File: src/rtl/svr_pkg.sv
package svr_pkg;

    typedef enum logic [1:0] {
        SV_HOLD    = 2'd0,
        SV_STRETCH = 2'd1,
        SV_RUN     = 2'd2
    } sv_state_e;

    typedef struct packed {
        sv_state_e st;
        logic      long_arm;
        logic      wdo_n;
    } sv_ctl_t;

    localparam sv_ctl_t CTL_CLEAR = '{st: SV_STRETCH, long_arm: 1'b1, wdo_n: 1'b1};

    function automatic int unsigned cnt_width(input int unsigned a,
                                              input int unsigned b,
                                              input int unsigned c);
        int unsigned m;
        m = (a > b) ? a : b;
        m = (m > c) ? m : c;
        return (m < 2) ? 1 : $clog2(m + 1);
    endfunction

endpackage

File: src/rtl/svr_tick_sel.sv
module svr_tick_sel (
    input  logic clk,
    input  logic rst,
    input  logic int_tick,
    input  logic ext_tick,
    input  logic osc_sel,
    output logic tick_q
);
    always_ff @(posedge clk) begin
        if (rst) tick_q <= 1'b0;
        else     tick_q <= osc_sel ? ext_tick : int_tick;
    end
endmodule

File: src/rtl/svr_wd_edge.sv
module svr_wd_edge #(
    parameter int unsigned SYNC_STAGES = 2
) (
    input  logic clk,
    input  logic rst,
    input  logic wd_in,
    output logic svc
);
    logic [SYNC_STAGES:0] sh;

    always_ff @(posedge clk) begin
        if (rst) sh <= '0;
        else     sh <= {sh[SYNC_STAGES-1:0], wd_in};
    end

    // Either polarity of transition on the synchronized pin is a service
    assign svc = sh[SYNC_STAGES] ^ sh[SYNC_STAGES-1];
endmodule

File: src/rtl/svr_tmr.sv
module svr_tmr #(
    parameter int unsigned CW = 8
) (
    input  logic          clk,
    input  logic          rst,
    input  logic          clr,
    input  logic          inc,
    input  logic [CW-1:0] last,
    output logic          hit,
    output logic [CW-1:0] cnt
);
    assign hit = inc && !clr && (cnt == last);

    always_ff @(posedge clk) begin
        if (rst || clr || hit) cnt <= '0;
        else if (inc)          cnt <= cnt + 1'b1;
    end
endmodule

File: src/rtl/supervisor_wdt.sv
module supervisor_wdt #(
    parameter int unsigned STRETCH_TICKS = 2048,
    parameter int unsigned LONG_TICKS    = 16384,
    parameter int unsigned SHORT_TICKS   = 1024
) (
    input  logic clk,
    input  logic rst,
    input  logic int_tick,
    input  logic ext_tick,
    input  logic osc_sel,
    input  logic low_supply,
    input  logic wd_in,
    output logic rst_n_o,
    output logic rst_o,
    output logic wdo_n
);
    import svr_pkg::*;

    localparam int unsigned CW = cnt_width(STRETCH_TICKS, LONG_TICKS, SHORT_TICKS);
    localparam logic [CW-1:0] S_LAST = CW'(STRETCH_TICKS - 1);
    localparam logic [CW-1:0] L_LAST = CW'(LONG_TICKS - 1);
    localparam logic [CW-1:0] N_LAST = CW'(SHORT_TICKS - 1);

    sv_ctl_t       ctl, ctl_d;
    logic          tick_q, svc, hit, cnt_clr, run;
    logic [CW-1:0] last, cnt;

    svr_tick_sel i_tick (
        .clk(clk), .rst(rst), .int_tick(int_tick), .ext_tick(ext_tick),
        .osc_sel(osc_sel), .tick_q(tick_q)
    );

    svr_wd_edge #(.SYNC_STAGES(2)) i_edge (
        .clk(clk), .rst(rst), .wd_in(wd_in), .svc(svc)
    );

    // One counter serves both the reset stretch and the watchdog window
    svr_tmr #(.CW(CW)) i_tmr (
        .clk(clk), .rst(rst), .clr(cnt_clr), .inc(tick_q),
        .last(last), .hit(hit), .cnt(cnt)
    );

    assign run     = (ctl.st == SV_RUN);
    assign cnt_clr = low_supply || (ctl.st == SV_HOLD) || (run && svc);

    always_comb begin
        case (ctl.st)
            SV_STRETCH: last = S_LAST;
            SV_RUN:     last = ctl.long_arm ? L_LAST : N_LAST;
            default:    last = S_LAST;
        endcase
    end

    always_comb begin
        ctl_d = ctl;
        if (svc) ctl_d.wdo_n = 1'b1;
        if (low_supply) begin
            ctl_d.st       = SV_HOLD;
            ctl_d.long_arm = 1'b1;
            ctl_d.wdo_n    = 1'b1;
        end else begin
            case (ctl.st)
                SV_HOLD:    ctl_d.st = SV_STRETCH;
                SV_STRETCH: if (hit) ctl_d.st = SV_RUN;
                SV_RUN: begin
                    if (svc) begin
                        ctl_d.long_arm = 1'b0;
                    end else if (hit) begin
                        ctl_d.st       = SV_STRETCH;
                        ctl_d.long_arm = 1'b1;
                        ctl_d.wdo_n    = 1'b0;
                    end
                end
                default:    ctl_d.st = SV_STRETCH;
            endcase
        end
    end

    always_ff @(posedge clk) begin
        if (rst) ctl <= CTL_CLEAR;
        else     ctl <= ctl_d;
    end

    assign rst_o   = !run;
    assign rst_n_o = run;
    assign wdo_n   = ctl.wdo_n;

    // a low supply puts reset active on the following edge
    a_r2_low_supply_resets: assert property (@(posedge clk) disable iff (rst)
        low_supply |=> rst_o);

    // a low supply forces the watchdog flag high
    a_r9_wdo_forced_high: assert property (@(posedge clk) disable iff (rst)
        low_supply |=> wdo_n);

    // an expiry always comes together with reset
    a_r8_expiry_enters_reset: assert property (@(posedge clk) disable iff (rst)
        $fell(wdo_n) |-> rst_o);

    // no expiry can start while reset is active
    a_r11_no_timeout_in_reset: assert property (@(posedge clk) disable iff (rst)
        $fell(wdo_n) |-> $past(run));

    // reset is released only by a consumed tick
    a_r3_release_on_tick: assert property (@(posedge clk) disable iff (rst)
        $fell(rst_o) |-> $past(tick_q));

    // the counter never passes the longest window
    a_r5_cnt_bound: assert property (@(posedge clk) disable iff (rst)
        cnt <= L_LAST || cnt <= S_LAST);
endmodule

File: config.mk
export PLATFORM = sky130hd
export DESIGN_NAME = supervisor_wdt
export DESIGN_NICKNAME = d
export VERILOG_FILES = /design/src/rtl/svr_pkg.sv /design/src/rtl/svr_tick_sel.sv /design/src/rtl/svr_wd_edge.sv /design/src/rtl/svr_tmr.sv /design/src/rtl/supervisor_wdt.sv
export SDC_FILE = /design/constraint.sdc
export NUM_CORES = 1
export LEC_CHECK = 0
export BUFFER_PORTS_ARGS = -buffer_cell sky130_fd_sc_hd__clkbuf_2
export CORE_ASPECT_RATIO = 1.4
export CORE_MARGIN = 2
export CORE_UTILIZATION = 35
export CTS_BUF_LIST = sky130_fd_sc_hd__clkbuf_8
export DETAILED_ROUTE_END_ITERATION = 8
export PLACE_DENSITY = 0.51
export SLEW_MARGIN = 25
export SYNTH_ARGS = -nofsm -noshare
export SYNTH_HDL_FRONTEND = slang
export SYNTH_SLANG_ARGS = --single-unit
File: constraint.sdc
create_clock -name clk -period 2.3 [get_ports clk]
set_input_delay 0.23 -clock clk [delete_from_list [all_inputs] [get_ports clk]]
set_output_delay 0.23 -clock clk [all_outputs]
set_load 0.02 [all_outputs]
==> out/results.md, run 1 <==
| Metric | This run | Unit |
|:---|:---|:---|
| Run status | complete, no violations | - |
| Worst r2r src | ctl[3] | - |
| Period Utilization, post-route | 0.8530 | - |
| Yosys warning count | 0 | - |
| P&R area growth vs syn | 11.43 | % |
| Sequential Area | 460.4 | um^2 |
| Iteration-0 DRC Markers | 10 | - |
| Placement Rows | 23 | - |
| Hold EP | i_edge.sh[0] | - |
| Setup skew after layout | 1.704 | ps |
| Number of global-route vias before repair | 774 | - |
| List of cells traversed by the critical path | nor2b_1 > inv_1 > nor4_1 > a21oi_1 > or4_1 > a21boi_1 | - |
| Final antenna-violating net count | 0 | - |
| RSZ-0062 raised after global routing | no | - |
| Launch point of the critical path | ctl[3] | - |
| Boundary pin count | 10 | - |
| Endpoint of the worst-slack reg-to-reg timing path | ctl[3] | - |
| Number of instances resized during post-cts repair | 0 | - |
| Starting density of the core | 0.3652 | - |
| Final Worst Setup Slack | 338.1 | ps |
| Core area | 2878 | um^2 |
| Most common cell after layout, fill and taps aside | sky130_fd_sc_hd__dfxtp_1 | - |
| Area of all placed cells without fillers | 1171 | um^2 |
| Post-synthesis register bit count | 23 | - |
| Detailed-router iteration count before antenna repair | 4 | - |
| Maximum achievable frequency | 509.7 | MHz |
| Total CTS buffers | 3 | - |
| Filler Cells Inserted | 308 | - |
| Worst Hold Path Cells | 2 | - |
| Per-cell via count in the routed design | 5.006 | - |
| Post-Synthesis Cells | 121 | - |
| Number of hold-repair buffers added at the cts stage | 0 | - |
| Endpoint type of the worst setup path | flop | - |
| Standard cell area after detailed placement | 1125 | um^2 |
| Die width | 50.32 | um |
| Post-Route Hold Slack | 170.2 | ps |
| Number of DRC violations after detailed routing | 0 | - |
| CTS max path bufs | 2 | - |
| # Max-Cap Violations | 0 | - |
| Synth top area cells | sky130_fd_sc_hd__dfxtp_1 (44%), sky130_fd_sc_hd__nor2_1 (7.5%), sky130_fd_sc_hd__xor2_1 (6.7%) | - |
| Highest ir drop seen on vdd | 0.3034 | mV |
| Leftover overflow at the end of global routing | 0 | - |
| CP Data Required Time | 2500 | ps |
| Maximum number of pins on one net before global-route repair | 15 | - |
| Area share of the leading cell type in the synthesized netlist | 0.4381 | - |
| Summed instance area of the synthesized netlist | 1051 | um^2 |
| Post-detail-place hpwl | 1490 | um |
| Hold Crit Start | wd_in | - |
| Layout cells sized above 1 | 0.1308 | - |
| Multi-input logic area | 543.0 | um^2 |
| Synthesized area per cell | 8.686 | um^2 |
| Reg2reg setup slack | 340 | ps |
| Die H | 68.84 | um |
| Clock-pin slew reported for the worst setup and hold paths after clock tree synthesis | 80 | ps |
| Post-synth cell types | 31 | - |
| Total power divided by cell area | 582.7 | nW/um^2 |
| Hold Fails Final Rpt | 0 | - |
| Pre-CTS WS | 351.0 | ps |
| Family of cells with the greatest summed delay on the critical path | simple AND/OR/NAND/NOR gates | - |
| Worst path buffer plus inverter count | 1 | - |
| Root buffer cell | sky130_fd_sc_hd__clkbuf_8 | - |
| Worst-margin pin slew | 457.4 | ps |
| Setup Total Neg Slack | 0 | ps |
| Clock sinks | 23 | - |
| NumNets Final | 139 | - |
| CTS H-tree depth | 1 | - |
| Final WL | 1986 | um |
| Crit path max fanout | 6 | - |
| Relative slew slack | 0.6951 | - |
| Worst path slowest cell | sky130_fd_sc_hd__or4_1 | - |
| Antenna diode instance count | 0 | - |
| Number of buffers inserted by port buffering | 9 | - |
| Setup Crit Path Kind | flop to flop | - |
| Sequential fraction of the synthesis area | 0.4381 | - |
| Cell count of the worst reg-to-reg path | 6 | - |
| Data arrival time at the worst-slack endpoint | 2160 | ps |
| Share of flip-flops with an asynchronous set or reset after synthesis | 0 | - |
| Detailed-route via count | 836 | - |
| Commonest register cell after synthesis | sky130_fd_sc_hd__dfxtp_1 | - |
| Element type at the critical path start | flop | - |
| Total power after layout | 682.4 | uW |
| Global-route wire length before repair | 3360 | um |
| Hold Crit Class | input pin to flop | - |
| Initial antenna violation count | 0 | - |
| Nets in the synthesized netlist | 129 | - |
| Pins over their slew limit | 0 | - |
| Number of flops mapped to enable cells by yosys | 0 | - |
| Final count of negative-setup-slack endpoints | 0 | - |
| Time the worst path needs with I/O delays and setup | 1962 | ps |
| Total routing resource utilization after global routing | 0.1300 | - |
| Number of setup buffers added after CTS | 0 | - |
| Detail-routed net length per standard cell | 11.89 | um |
| Slowest cell delay on critical path | 530 | ps |
| Area of the die | 3464 | um^2 |
| Top library cells by usage in the layout, fill and taps aside | sky130_fd_sc_hd__dfxtp_1 (23), sky130_fd_sc_hd__nor2_1 (21), sky130_fd_sc_hd__nand2_1 (10), sky130_fd_sc_hd__clkbuf_2 (9), sky130_fd_sc_hd__xor2_1 (8) | - |
| CTS tree | done | - |
| Post-synth top area cell | sky130_fd_sc_hd__dfxtp_1 | - |
| Final weighted congestion in routability-driven placement | 0.7520 | - |
| Insertion delay of the later-clocked pin in the worst-skew pair | 260 | ps |
| Reported leakage power | 0.4034 | nW |
==> cell type report <==
cell class	count	share of cell area
Clock buffer	3	0.03526
Clock inverter	1	0.004274
Multi-Input combinational cell	88	0.4637
Tap cell	37	0.03953
Timing Repair Buffer	11	0.05128
Sequential cell	23	0.3932
Inverter	4	0.01282
==> state kept, by name (all words and copies together), names as in the netlist <==
| register | count |
|---|---|
| i_tmr.cnt | 15 |
| ctl | 3 |
| i_edge.sh | 3 |
| i_tick.tick_q | 1 |
| wdo_n | 1 |
==> Yosys cell counts, types with 2 or more instances <==
library cell and number:
sky130_fd_sc_hd__clkbuf_1 3, sky130_fd_sc_hd__nor4_1 2, sky130_fd_sc_hd__nor3_1 5, sky130_fd_sc_hd__nand4_1 4, sky130_fd_sc_hd__nand3_1 4, sky130_fd_sc_hd__mux2i_1 3, sky130_fd_sc_hd__xnor2_1 6, sky130_fd_sc_hd__xor2_1 8
sky130_fd_sc_hd__inv_1 4, sky130_fd_sc_hd__dfxtp_1 23, sky130_fd_sc_hd__nand2_1 10, sky130_fd_sc_hd__nor2b_1 4, sky130_fd_sc_hd__a21oi_1 4, sky130_fd_sc_hd__o41ai_1 3, sky130_fd_sc_hd__buf_2 2, sky130_fd_sc_hd__nor2_1 21
==> per-layer routing <==
layer  vias up  wire [um]  global-route usage
met4         0         40             0.08108
met2        12       1061              0.2500
met1       384        848              0.1308
li1        436          -                   -
met3         4         36             0.01940
met5         -          0                   0
==> metrics by stage <==
| step | util | cells |
|---|---|---|
| 2_1_floorplan | - | 121 |
| 4_1_cts | 0.4070 | 167 |
| 3_3_place_gp | 0.3909 | 163 |
| 6_report | 0.4070 | 167 |
| 3_5_place_dp | 0.3909 | 163 |
| 5_1_grt | 0.4070 | 167 |
==> how the worst max path moves through the flow <==
stage                          to  slack [ps]  depth (start not counted)
floorplan           i_tmr.cnt[14]         360                          8
global placement           ctl[3]         410                          5
detailed placement         ctl[3]         350                          5
CTS                        ctl[3]         330                          5
global route               ctl[3]         220                          6
finish                     ctl[3]         340                          6
==> cells by family after synthesis <==
| group | after synthesis | synth area share |
|---|---|---|
| mux | 3 | 0.02857 |
| compound gates | 15 | 0.1084 |
| buf+inv | 10 | 0.04523 |
| xor+xnor | 14 | 0.1167 |
| simple gates | 55 | 0.2512 |
| flops | 23 | 0.4381 |
| fa+ha+maj | 1 | 0.01190 |
==> where the power goes <==
part / total (mW) / leakage, nW / switching (mW) / internal (mW)
sequential: 0.407 / 0.186 / 0.00404 / 0.403
combinational: 0.0262 / 0.191 / 0.0138 / 0.0124
clock: 0.249 / 0.0255 / 0.129 / 0.121
total: 0.682 / 0.403 / 0.147 / 0.536
Power figures use the tool's default switching activity.
==> inputs of run 2 (changes only) <==
Settings changed: CORE_ASPECT_RATIO 1.4 to 0.8, CORE_UTILIZATION 35 to 45, PLACE_DENSITY 0.51 to 0.62, SETUP_SLACK_MARGIN set to 0.1.
==> run 2 against run 1 <==
Against the previous run: clock skew rose by 1.6 ps; worst hold slack got worse by 2.8 ps; first-iteration DRC count rose to 4.9 times the previous value; highest routed layer unchanged.
==> out/results.md, run 2 (synthesized netlist as in run 1, its figures left out) <==
| Metric | This run | Unit | vs previous |
|:---|:---|:---|:---|
| Final weighted congestion in routability-driven placement | 0.7778 | - | +3.4% |
| Area of the die | 2740 | um^2 | -21% |
| Top library cells by usage in the layout, fill and taps aside | sky130_fd_sc_hd__dfxtp_1 (23), sky130_fd_sc_hd__nor2_1 (21), sky130_fd_sc_hd__nand2_1 (10), sky130_fd_sc_hd__clkbuf_2 (9), sky130_fd_sc_hd__xor2_1 (8) | - |  |
| Die width | 58.03 | um | +15% |
| NumNets Final | 139 | - | unchanged |
| Flip-flop count of the largest register, all copies and words added | 15 | - | unchanged |
| Run status | complete, no violations | - |  |
| Detail-routed net length per standard cell | 11.77 | um | -0.99% |
| Met3 usage | 0.05785 | - | +0.03845 |
| Antenna diode instance count | 0 | - | unchanged |
| Clock sinks | 23 | - | unchanged |
| Number of buffers inserted by port buffering | 9 | - | unchanged |
| Final WL | 1825 | um | -8.1% |
| Worst-margin pin slew | 525.4 | ps | +68.02 ps |
| Final count of negative-setup-slack endpoints | 0 | - | unchanged |
| Time the worst path needs with I/O delays and setup | 1968 | ps | +6.530 ps |
| Number of hold-repair buffers added at the cts stage | 0 | - | unchanged |
| Most heavily used metal layer in global routing | met1 | - |  |
| Insertion delay of the later-clocked pin in the worst-skew pair | 270 | ps | about the same |
| Boundary pin count | 10 | - | unchanged |
| Crit path max fanout | 11 | - | +5 |
| Hold Crit Class | input pin to flop | - |  |
| Iteration-0 DRC Markers | 49 | - | +39 |
| RSZ-0062 raised after global routing | no | - |  |
| Filler Cells Inserted | 210 | - | -32% |
| Area of all placed cells without fillers | 1159 | um^2 | -1.1% |
| Core area | 2177 | um^2 | -24% |
| Leftover overflow at the end of global routing | 0 | - | unchanged |
| Reg2reg setup slack | 330 | ps | about the same |
| Pins over their slew limit | 0 | - | unchanged |
| Final antenna-violating net count | 0 | - | unchanged |
| Setup Total Neg Slack | 0 | ps | unchanged |
| GR met2 Demand/Resource | 0.2182 | - | -0.03182 |
| Initial antenna violation count | 0 | - | unchanged |
| Leading registers by flop count | i_tmr.cnt: 15 flops, ctl: 3 flops, i_edge.sh: 3 flops | - |  |
| Setup skew after layout | 3.268 | ps | +1.563 ps |
| Number of instances resized during post-cts repair | 0 | - | unchanged |
| Relative slew slack | 0.6498 | - | -0.04534 |
| Global-route wire length before repair | 3187 | um | -5.1% |
| CP Data Required Time | 2500 | ps | about the same |
| Setup Crit Path Kind | flop to flop | - |  |
| Placement Rows | 15 | - | -35% |
| Number of setup buffers added after CTS | 0 | - | unchanged |
| Starting density of the core | 0.4828 | - | +0.1175 |
| Most common cell after layout, fill and taps aside | sky130_fd_sc_hd__dfxtp_1 | - |  |
| Clock-pin slew reported for the worst setup and hold paths after clock tree synthesis | 80 | ps | about the same |
| Total power after layout | 685.8 | uW | +0.50% |
| Period Utilization, post-route | 0.8558 | - | +0.002839 |
| CTS tree | done | - |  |
| Detailed-route via count | 828 | - | -0.96% |
| Post-Route Hold Slack | 167.4 | ps | -2.774 ps |
| Per-cell via count in the routed design | 5.342 | - | +6.7% |
| Detailed-router iteration count before antenna repair | 4 | - | unchanged |
| Element type at the critical path start | flop | - |  |
| Data arrival time at the worst-slack endpoint | 2170 | ps | about the same |
| Number of DRC violations after detailed routing | 0 | - | unchanged |
| CTS H-tree depth | 1 | - | unchanged |
| Post-detail-place hpwl | 1337 | um | -10% |
| Highest ir drop seen on vdd | 0.6182 | mV | +100% |
| Reported leakage power | 0.3996 | nW | -0.93% |
| Hold Fails Final Rpt | 0 | - | unchanged |
| Standard cell area after detailed placement | 1110 | um^2 | -1.3% |
| CTS max path bufs | 2 | - | unchanged |
| Endpoint type of the worst setup path | flop | - |  |
| P&R area growth vs syn | 10.24 | % |  |
| Total routing resource utilization after global routing | 0.1603 | - | +0.03029 |
| Die H | 47.23 | um | -31% |
| Total power divided by cell area | 591.9 | nW/um^2 | +1.6% |
| Number of global-route vias before repair | 705 | - | -8.9% |
| # Max-Cap Violations | 0 | - | unchanged |
| Maximum number of pins on one net before global-route repair | 15 | - | unchanged |
| Maximum achievable frequency | 508.0 | MHz | -0.33% |
| Root buffer cell | sky130_fd_sc_hd__clkbuf_8 | - |  |
| Register with the most flip-flops | i_tmr.cnt | - |  |
| Met1 track demand over resource | 0.2324 | - | +0.1016 |
| Total CTS buffers | 3 | - | unchanged |
| Layout cells sized above 1 | 0.1308 | - | unchanged |
[run 2: metal layers]
| layer | wire (um) | share of wire |
|---|---|---|
| met1 | 955 | 0.52 |
| met2 | 775 | 0.42 |
| met3 | 71 | 0.039 |
| met4 | 22 | 0.012 |
| met5 | 0 | 0 |
[run 2: final cells by class]
cell class              count  area [um^2]  area share
flip-flops and latches     23        460.4      0.3974
well taps                  25        31.28     0.02700
clock buffers               3        41.29     0.03564
multi-input cells          88        543.0      0.4687
clock inverters             1        7.507    0.006479
repair buffers             11        60.06     0.05184
inverters                   4        15.01     0.01296
[run 2: where the power goes]
| part | internal, mW | switching (mW) |
|---|---|---|
| Sequential | 0.403 | 0.00416 |
| Combinational | 0.0124 | 0.0136 |
| Clock | 0.123 | 0.130 |
| Total | 0.538 | 0.148 |
[run 2: critical path: stages (launching register included)]
cell,delay (ps)
sky130_fd_sc_hd__dfxtp_1,390
sky130_fd_sc_hd__ha_1,180
sky130_fd_sc_hd__and3_1,230
sky130_fd_sc_hd__or3b_4,470
sky130_fd_sc_hd__or4_1,480
sky130_fd_sc_hd__a21boi_1,150
[run 2: stage by stage]
stage,worst slack (ps),instances,util
2_1_floorplan,360.7,121,-
3_3_place_gp,429.2,151,0.5098
3_5_place_dp,348.3,151,0.5098
4_1_cts,321.2,155,0.5322
5_1_grt,218.3,155,0.5322
6_report,331.6,155,0.5322
[run 2: final timing paths]
check,startpoint,endpoint,cells after the start
min reg2reg,i_edge.sh[0],i_edge.sh[1],1
max,i_tmr.cnt[0],ctl[3],5
min,wd_in,i_edge.sh[0],2
max reg2reg,i_tmr.cnt[0],ctl[3],5
==> inputs of run 3 (changes only) <==
Settings changed: SETUP_SLACK_MARGIN 0.1 to 0.5.
==> run 3 against run 2 <==
Against the previous run: routed wire length grew 8.5%; core utilization grew 5.2 points; sequential cell count is the same; first-iteration DRC count shrank 47%; combinational power grew 6%; critical path type unchanged; largest power group unchanged.
==> out/results.md, run 3 (synthesized netlist as in run 1, its figures left out) <==
| Metric | This run | Unit | vs previous |
|:---|:---|:---|:---|
| Detail-routed net length per standard cell | 12.53 | um | +6.4% |
| Area of the die | 2740 | um^2 | unchanged |
| CP Data Required Time | 2510 | ps | about the same |
| Final antenna-violating net count | 0 | - | unchanged |
| Number of DRC violations after detailed routing | 0 | - | unchanged |
| Cell total after placement | 150 | - | -0.66% |
| Final weighted congestion in routability-driven placement | 0.8654 | - | +11% |
| CTS max path bufs | 2 | - | unchanged |
| Setup skew after layout | 1.145 | ps | -2.123 ps |
| Leading registers by flop count | i_tmr.cnt: 15 flops, ctl: 3 flops, i_edge.sh: 3 flops | - |  |
| Number of global-route vias before repair | 740 | - | +5.0% |
| CTS tree | done | - |  |
| Period Utilization, post-route | 0.8159 | - | -0.03997 |
| Post-Route Hold Slack | 169.9 | ps | +2.506 ps |
| Time the worst path needs with I/O delays and setup | 1876 | ps | -91.94 ps |
| Clock-pin slew reported for the worst setup and hold paths after clock tree synthesis | 80 | ps | about the same |
| Hold Crit Class | input pin to flop | - |  |
| Boundary pin count | 10 | - | unchanged |
| Detailed-route via count | 848 | - | +2.4% |
| Post-detail-place hpwl | 1276 | um | -4.6% |
| Total CTS buffers | 3 | - | unchanged |
| Total power divided by cell area | 538.0 | nW/um^2 | -9.1% |
| Insertion delay of the later-clocked pin in the worst-skew pair | 260 | ps | about the same |
| Layout cells sized above 1 | 0.2707 | - | +0.1399 |
| Die width | 58.03 | um | unchanged |
| Global-route wire length before repair | 3305 | um | +3.7% |
| Reported leakage power | 0.4239 | nW | +6.1% |
| Element type at the critical path start | flop | - |  |
| Clock sinks | 23 | - | unchanged |
| Detailed-router iteration count before antenna repair | 4 | - | unchanged |
| Placement Rows | 15 | - | unchanged |
| Data arrival time at the worst-slack endpoint | 2080 | ps | -90 ps |
| Crit path max fanout | 6 | - | -5 |
| Highest ir drop seen on vdd | 0.4961 | mV | -20% |
| Most common cell after layout, fill and taps aside | sky130_fd_sc_hd__nor2_1 | - |  |
| Worst-margin pin slew | 384.8 | ps | -140.5 ps |
| Relative slew slack | 0.7426 | - | +0.09282 |
| Hold Fails Final Rpt | 0 | - | unchanged |
| P&R area growth vs syn | 21.07 | % |  |
| Root buffer cell | sky130_fd_sc_hd__clkbuf_8 | - |  |
| Core area | 2177 | um^2 | unchanged |
| Setup Total Neg Slack | 0 | ps | unchanged |
| CTS H-tree depth | 1 | - | unchanged |
| Maximum number of pins on one net before global-route repair | 15 | - | unchanged |
| Antenna diode instance count | 0 | - | unchanged |
| Run status | complete, no violations | - |  |
| Iteration-0 DRC Markers | 26 | - | -47% |
| Starting density of the core | 0.4828 | - | unchanged |
| Multi-input logic area | 624.3 | um^2 | +15% |
| Worst Hold Path Cells | 2 | - | unchanged |
| Final WL | 1980 | um | +8.5% |
| Leftover overflow at the end of global routing | 0 | - | unchanged |
| NumNets Final | 142 | - | +2.2% |
| Number of hold-repair buffers added at the cts stage | 0 | - | unchanged |
| RSZ-0062 raised after global routing | yes | - |  |
| Endpoint type of the worst setup path | flop | - |  |
| Sequential Area | 469.2 | um^2 | +1.9% |
| Per-cell via count in the routed design | 5.367 | - | +0.47% |
| Top library cells by usage in the layout, fill and taps aside | sky130_fd_sc_hd__nor2_1 (21), sky130_fd_sc_hd__dfxtp_1 (18), sky130_fd_sc_hd__nand2_1 (10), sky130_fd_sc_hd__clkbuf_2 (9), sky130_fd_sc_hd__xor2_1 (8) | - |  |
| Pins over their slew limit | 0 | - | unchanged |
| Initial antenna violation count | 0 | - | unchanged |
| Flip-flop count of the largest register, all copies and words added | 15 | - | unchanged |
| Setup Crit Path Kind | flop to flop | - |  |
| Maximum achievable frequency | 532.9 | MHz | +4.9% |
| Number of buffers inserted by port buffering | 9 | - | unchanged |
| Final count of negative-setup-slack endpoints | 0 | - | unchanged |
| Total routing resource utilization after global routing | 0.1593 | - | -0.0009792 |
| Cell count of the worst reg-to-reg path | 5 | - | unchanged |
| Finished Layout Cells | 158 | - | +1.9% |
| # Max-Cap Violations | 0 | - | unchanged |
| Filler Cells Inserted | 211 | - | +0.48% |
| Register with the most flip-flops | i_tmr.cnt | - |  |
| Die H | 47.23 | um | unchanged |
-- run 3: layout make-up --
cell class	count	area share
clock buffers	3	0.03245
clock inverters	1	0.003933
inverters	4	0.01180
multi-input cells	88	0.4907
flip-flops and latches	23	0.3687
well taps	25	0.02458
repair buffers	14	0.06785
-- run 3: path summary, 6_finish.rpt --
kind / start / to / slack, ps
min reg2reg: i_edge.sh[0] / i_edge.sh[1] / 450
max: i_tmr.cnt[12] / ctl[3] / 420
max reg2reg: i_tmr.cnt[12] / ctl[3] / 420
min: wd_in / i_edge.sh[0] / 170
-- run 3: critical path, stage by stage, from the launching register on --
cell	delay, ps
sky130_fd_sc_hd__dfxtp_4	360
sky130_fd_sc_hd__or3_4	420
sky130_fd_sc_hd__nor4_4	290
sky130_fd_sc_hd__a21oi_4	90
sky130_fd_sc_hd__or4_4	500
sky130_fd_sc_hd__a21boi_2	140
-- run 3: routing by layer --
metal / up-vias / wire length (um) / global-route usage
met3: 0 / 122 / 0.05785
met2: 20 / 886 / 0.2500
met4: 0 / 0 / 0.02791
met1: 388 / 971 / 0.2159
met5: - / 0 / 0
li1: 440 / - / -
-- run 3: power breakdown --
part	internal (mW)	total (mW)	switching, mW
clock network	0.121	0.250	0.129
registers	0.402	0.407	0.00499
logic	0.0133	0.0276	0.0143
-- run 3: metrics by stage --
stage	cell area (um^2)	utilization	setup slack, ps	power [mW]
6_report	1272	0.5845	423.5	0.6846
5_1_grt	1272	0.5845	369.5	0.7125
3_3_place_gp	1122	0.5155	365.7	0.4428
3_5_place_dp	1122	0.5155	306.7	0.4436
2_1_floorplan	1076	-	552.1	0.4334
4_1_cts	1190	0.5466	486.7	0.6945
-- run 3: repair_timing --
action / in CTS / in global routing
endpoints found under the setup margin: 17 / 18
buffers inserted: 0 / 4
hold endpoints to repair: 0 / 0
resized for setup: 5 / 12
pin swaps: 0 / 6
gates cloned: 0 / 0
